$ cat src/rtl/bcd_adjust.sv
module bcd_adjust #(
  parameter int W = 8
) (
  input  logic         clk,
  input  logic         rst_n,
  input  logic         op_valid,
  input  logic [W-1:0] acc_in,
  input  logic         cy_in,
  input  logic         hc_in,
  input  logic         sub_in,
  output logic         res_valid,
  output logic [W-1:0] acc_out,
  output logic         cy_out,
  output logic         hc_out,
  output logic         z_out,
  output logic         s_out,
  output logic         p_out,
  output logic         sub_out
);

  localparam logic [W-1:0] HI_LIMIT = W'(8'h9A);

  logic         fix_lo, fix_hi;
  logic [W-1:0] offset, sum;
  logic [4:0]   nib;

  assign fix_lo = hc_in || (acc_in[3:0] > 4'd9);
  assign fix_hi = cy_in || (acc_in >= HI_LIMIT);
  assign offset = {{(W-8){1'b0}}, fix_hi ? 4'h6 : 4'h0, fix_lo ? 4'h6 : 4'h0};
  assign sum    = sub_in ? acc_in - offset : acc_in + offset;
  assign nib    = sub_in ? {1'b0, acc_in[3:0]} - {1'b0, offset[3:0]}
                         : {1'b0, acc_in[3:0]} + {1'b0, offset[3:0]};

  always_ff @(posedge clk) begin
    if (!rst_n) begin
      res_valid <= 1'b0;
      acc_out   <= '0;
      cy_out    <= 1'b0;
      hc_out    <= 1'b0;
      z_out     <= 1'b0;
      s_out     <= 1'b0;
      p_out     <= 1'b0;
      sub_out   <= 1'b0;
    end else begin
      res_valid <= op_valid;
      if (op_valid) begin
        acc_out <= sum;
        cy_out  <= fix_hi;
        hc_out  <= nib[4];
        z_out   <= (sum == '0);
        s_out   <= sum[W-1];
        p_out   <= ~^sum;
        sub_out <= sub_in;
      end
    end
  end


  valid_follow_chk: assert property (@(posedge clk) disable iff (!rst_n)
    res_valid == $past(op_valid));


  carry_out_chk: assert property (@(posedge clk) disable iff (!rst_n)
    (op_valid && (cy_in || acc_in >= HI_LIMIT)) |=> cy_out);


  sub_pass_chk: assert property (@(posedge clk) disable iff (!rst_n)
    op_valid |=> sub_out == $past(sub_in));


  hold_chk: assert property (@(posedge clk) disable iff (!rst_n)
    !op_valid |=> ($stable(acc_out) && $stable(cy_out) && $stable(hc_out)));


  no_fix_chk: assert property (@(posedge clk) disable iff (!rst_n)
    (op_valid && !cy_in && !hc_in && acc_in < 8'h9A && acc_in[3:0] <= 4'd9)
      |=> acc_out == $past(acc_in));


  zero_flag_chk: assert property (@(posedge clk) disable iff (!rst_n)
    res_valid |-> (z_out == (acc_out == '0)));

endmodule

$ cat config.mk
export PLATFORM = sky130hd
export DESIGN_NAME = bcd_adjust
export DESIGN_NICKNAME = d
export VERILOG_FILES = /design/src/rtl/bcd_adjust.sv
export SDC_FILE = /design/constraint.sdc
export NUM_CORES = 1
export LEC_CHECK = 0
export ABC_AREA = 1
export CORE_MARGIN = 2
export CORE_UTILIZATION = 51
export CTS_CLUSTER_SIZE = 20
export DETAILED_ROUTE_END_ITERATION = 10
export PLACE_DENSITY = 0.84
export SLEW_MARGIN = 20
export SYNTH_ARGS = -nofsm -noshare
export SYNTH_HDL_FRONTEND = slang
export SYNTH_SLANG_ARGS = --single-unit
export TNS_END_PERCENT = 100
$ cat constraint.sdc
create_clock -name clk -period 7.4 [get_ports clk]
set_clock_uncertainty 0.05 [all_clocks]
set_input_delay 1.48 -clock clk [delete_from_list [all_inputs] [get_ports clk]]
set_output_delay 1.48 -clock clk [all_outputs]
set_load 0.02 [all_outputs]
* Word level (Yosys, flattened, before mapping) *
Cells that the tools add are included.

word-level totals
  register bits after elaboration = 15
  input port bits = 14
  output and inout port bits = 15
  logic and storage cells = 22

cells by class
  $add $sub $neg = 4
  magnitude comparators = 2
  multiplexer cells = 4
  reduce and logical (&&, ||, !) cells = 4

operators with widths
  kind                                                  number
  adder 8 x 7 -> 8 bit                                  1
  >= comparator 8 bit, second input constant            1
  zero test 8 bit                                       1
  two-way mux 8 bit                                     1
  XNOR reduction 8 bit                                  1
  subtractor 8 x 7 -> 8 bit                             1
  two-way mux 3 bit                                     2
  adder 4 x 3 -> 5 bit                                  1
  two-way mux 5 bit                                     1
  subtractor 4 x 3 -> 5 bit                             1
  greater-than comparator 4 bit, second input constant  1
  logical OR 1 bit                                      2

* Depth between registers and ports, before layout *
  depth in word-level cells = 6
  mapped depth = 20
  depth with buffers taken out = 20

* Worst setup path after synthesis *
No wires, ideal clock.

  kind = input port to flip-flop
  start point = in acc_in[1]
  end point = reg p_out
  setup time = 0.115 ns
  arrival time = 3.773 ns
  required time = 7.235 ns
  slack = 3.461 ns
  stages on the path = 19
  buffers on the path = 0
  cells stage by stage = o21ai_1 > inv_1 > nand3_1 > nand3_1 > inv_1 > ha_1 > nand2_1 > nand2_1 > ha_1 > nand2_1 > inv_1 > a21oi_1 > nand3_1 > and2_1 > ha_1 > xnor2_1 > xnor2_1 > o21ai_0 > inv_1

on the way
  cells in the longest elaborated chain, start to end = 6
  elaborated cells between the ends (all ways) = 10
  classes of those cells = 2 x add/sub; 2 x order compare; 3 x mux; 3 x reduce/logical

RTL lines
  what                                                                         RTL line  text
  from (decl)                                                                  7         input logic [W-1:0] acc_in,
  >= comparator 8 bit / greater-than comparator 4 bit (equally long branches)  28, 27
  logical OR 1 bit (on tied branches)                                          28, 27
  two-way mux 3 bit                                                            29        assign offset = {{(W-8){1'b0}}, fix_hi ? 4'h6 : 4'h0, fix_lo ? 4'h6 : 4'h0};
  adder 8 x 7 -> 8 bit / subtractor 8 x 7 -> 8 bit (equally long branches)     30        assign sum = sub_in ? acc_in - offset : acc_in + offset;
  two-way mux 8 bit *                                                          30
  XNOR reduction 8 bit *                                                       52        p_out <= ~^sum;
  to (signal assigned)                                                         52
  to (decl)                                                                    17        output logic p_out,

Every way passes the cells marked *; elsewhere a longest branch is shown, timed or not.
A chain may end at the register's enable or synchronous reset.

* Worst setup path in the final report *
  start point = in acc_in[7]
  end point = reg p_out

on the way
  cells in the longest elaborated chain, start to end = 6
  elaborated cells between the ends (all ways) = 7
  classes of those cells = 2 x add/sub; 1 x order compare; 2 x mux; 2 x reduce/logical

RTL lines
  what                                                                      RTL line  text
  >= comparator 8 bit                                                       28        assign fix_hi = cy_in || (acc_in >= HI_LIMIT);
  logical OR 1 bit                                                          28
  two-way mux 3 bit                                                         29
  adder 8 x 7 -> 8 bit / subtractor 8 x 7 -> 8 bit (equally long branches)  30
  two-way mux 8 bit *                                                       30
  XNOR reduction 8 bit *                                                    52

Marked as above.

==> results.toml <==
[grt]
grt-ovfl-total = 0
grt_pass1_wl_mm = 4.064
grt_max_degree = 24
antenna_found_initial = 0
grtUsageTotal = 0.2115
grt_pass1_vias = 1037

[critical_path]
crit_type = "in2reg"
start_kind = "input port"
cp_cell_sequence = "clkdlybuf4s50_1 -> inv_1 -> nor2_1 -> nand3_1 -> nand3_1 -> inv_1 -> ha_1 -> nand2_1 -> nand2_1 -> ha_1 -> nand2_1 -> inv_1 -> a21oi_1 -> nand3_1 -> and2_1 -> ha_1 -> xnor2_1 -> xnor2_1 -> o21ai_0 -> inv_1"
crit_required_ns = 7.54
crit_start = "acc_in[7]"
rr_worst_depth = 4
worst_ep_arrival_time_ns = 4.53
slowest_delay_ns = 0.49
r2r_end = "cy_out"
path_max_fanout = 5
cp_slowest_cell = "clkdlybuf4s50_1"
r2r-start = "cy_out"
ff2ff_setup_slack_ns = 6.65
worst_setup_path_end_kind = "flop"
cpMostUsedCell = "inv_1"
cp-endpoint = "p_out"

[synthesis]
synth_mux_area_frac = 0
synth_area_leaders = "dfxtp_1, ha_1, inv_1"
synth_area_sq_um = 1086
synth_cells = 166
synth_xor_xnor_area_share = 0.05530
synth_top_area_share = 0.2581
synth_nets = 193
yosysSeqAreaShare = 0.2581
synth.distinct_cells = 24
ys_warn_count = 0
synth_compound_area_frac = 0.1002
yosys.area_share.simple = 0.2903
ys_seq_elements = 14
synthAdderAreaFrac = 0.1498
postSynthAreaPerCell_sq_um = 6.542
synth_top_family_by_area = "simple AND/OR/NAND/NOR gates"
yosysTopAreaCell = "dfxtp_1"

[drt]
first_pass_iters = 4
top_layer = "met4"
initialDrtViolationCount = 14
wl_met1_microns = 998
drt_wl_total_mm = 2.282
route.antenna.remaining_nets = 0
vias_per_cell = 4.833
met2WireLength_mm = 1.119
drc = 0
route.met3.wl_microns = 77
wl_per_cell_microns = 10.28
vias = 1073

[cts]
cts_tree = "built"
ctsResizeCount = 0
cts_max_level = 1
cts-root-buf = "clkbuf_4"
cts_num_sinks = 14
clock_latency_ns = 0.29
clock_path_buffers = 2
numCtsBuffers = 3
holdBufCountCts = 0
clk_pin_slew_ns = 0.09
cts_setup_buffers = 0

[die]
coreArea_sq_um = 1982
initial_core_util = 0.5480
fp.dieH_microns = 50.15
die_area_sq_um = 2515
num_rows = 16
die_x_microns = 50.15
io_pins = 29

[timing]
final.setup.tns_ns = 0
final.setup.worst_slack_ns = 3.009
hold_violations = 0
tightest_slew_ns = 0.6969
fmax_ghz = 0.2277
rsz0062_at_grt = "no"
slew_headroom = 0.5339
finalSetupViolations = 0
min_period_ns = 4.391
drv_slew = 0
period_share = 0.5934

[layout]
layout-drive-gt1-share = 0.04615
multiInputGateArea_sq_um = 646.9
antenna_cells = 0
areaGrowthSynthToFinish_pct = 30.07
seqCellArea_sq_um = 280.3
fillers = 173
layout_common_cells = "inv_1, nand2_1, clkdlybuf4s50_1"
nets = 223
final_common_cell = "inv_1"

[power_and_ir_drop]
power_density_nw_per_um2 = 191.8
leakage_nw = 0.7735
peakVddDrop_v = 0.0001213

[worst_hold_path]
hold_class = "reg2reg"

[place]
port_buffers = 28
dp_slack_ns = 2.736
dp_hpwl_mm = 1.906
place_congestion = 0.8733

[run]
drv_cap = 0

[run_status]
status = "complete, no violations"
[through the flow]
step,power [mW],util,hold WS (ns),instance area (sq um),instances
2_1_floorplan,0.1755,-,0.5419,1086,166
3_3_place_gp,0.2100,0.6944,0.4134,1376,218
3_5_place_dp,0.2154,0.6944,0.4335,1376,218
4_1_cts,0.2730,0.7128,0.4562,1413,222
5_1_grt,0.2922,0.7128,0.5158,1413,222
6_report,0.2709,0.7128,0.4559,1413,222
[metal layers]
layer	vias up	GRT usage
met3	7	0.01190
met5	-	0
met1	470	0.2356
li1	567	-
met4	0	0.1528
met2	29	0.3772
[registers in the layout (all words and copies together) (netlist names)]
name       cells
acc_out        8
cy_out         1
hc_out         1
p_out          1
res_valid      1
sub_out        1
z_out          1
[power breakdown]
group          switching, mW  internal, mW  leakage, nW  total, mW
clock network         0.0276        0.0300       0.0210     0.0576
registers            0.00416        0.0841        0.116     0.0882
logic                 0.0660        0.0591        0.636      0.125
total                 0.0978         0.173        0.773      0.271
[cell families (layout without fill, tap and decap cells)]
| family | count (synthesis) | count (layout) |
|---|---|---|
| and+or+nand+nor | 73 | 73 |
| buffers and inverters | 39 | 68 |
| AOI/OAI and AO/OA | 21 | 21 |
| DFF | 14 | 14 |
| adders and majority gates | 13 | 13 |
| xor gates and xnor gates | 6 | 6 |
[synthesized netlist by cell type]
cell      count
or2_1         1
nor2_2        1
nand4_1       2
xnor2_1       4
nand3b_2      1
nand3_1      11
and2_1        3
buf_6         1
ha_1         13
inv_1        35
nand2_1      34
xor2_1        1
inv_2         1
buf_4         1
dfxtp_1      14
o211ai_1      1
a21oi_1       7
o21ai_0      10
buf_2         1
a31oi_1       1
nand2_2       1
o21ai_1       2
nor2_1       19
xor2_2        1
[worst max-delay path: cells and delay by family]
kind | cells | cell delay (ns)
adder cells (fa/ha/maj) | 3 | 0.91
AND/OR/NAND/NOR | 8 | 0.84
buffers and inverters | 5 | 0.72
AO/OA/AOI/OAI | 2 | 0.31
XOR/XNOR | 2 | 0.26
[cell type report]
type / count / area share
repair buffers: 28 / 0.1984
multi-input cells: 113 / 0.4579
inverters: 36 / 0.09566
flip-flops and latches: 14 / 0.1984
well taps: 27 / 0.02392
clock buffers: 4 / 0.02569
[how the worst min path moves through the flow]
stage / cells after the start / from / slack [ns] / to
after floorplan: 2 / hc_out / 0.54 / hc_out
after detailed placement: 2 / acc_out[2] / 0.43 / acc_out[2]
final: 2 / acc_out[2] / 0.46 / acc_out[2]
after global placement: 2 / acc_out[2] / 0.41 / acc_out[2]
after CTS: 2 / acc_out[2] / 0.46 / acc_out[2]
after global routing: 2 / acc_out[0] / 0.52 / acc_out[0]
Note: power is estimated with default switching activity, not from simulation.
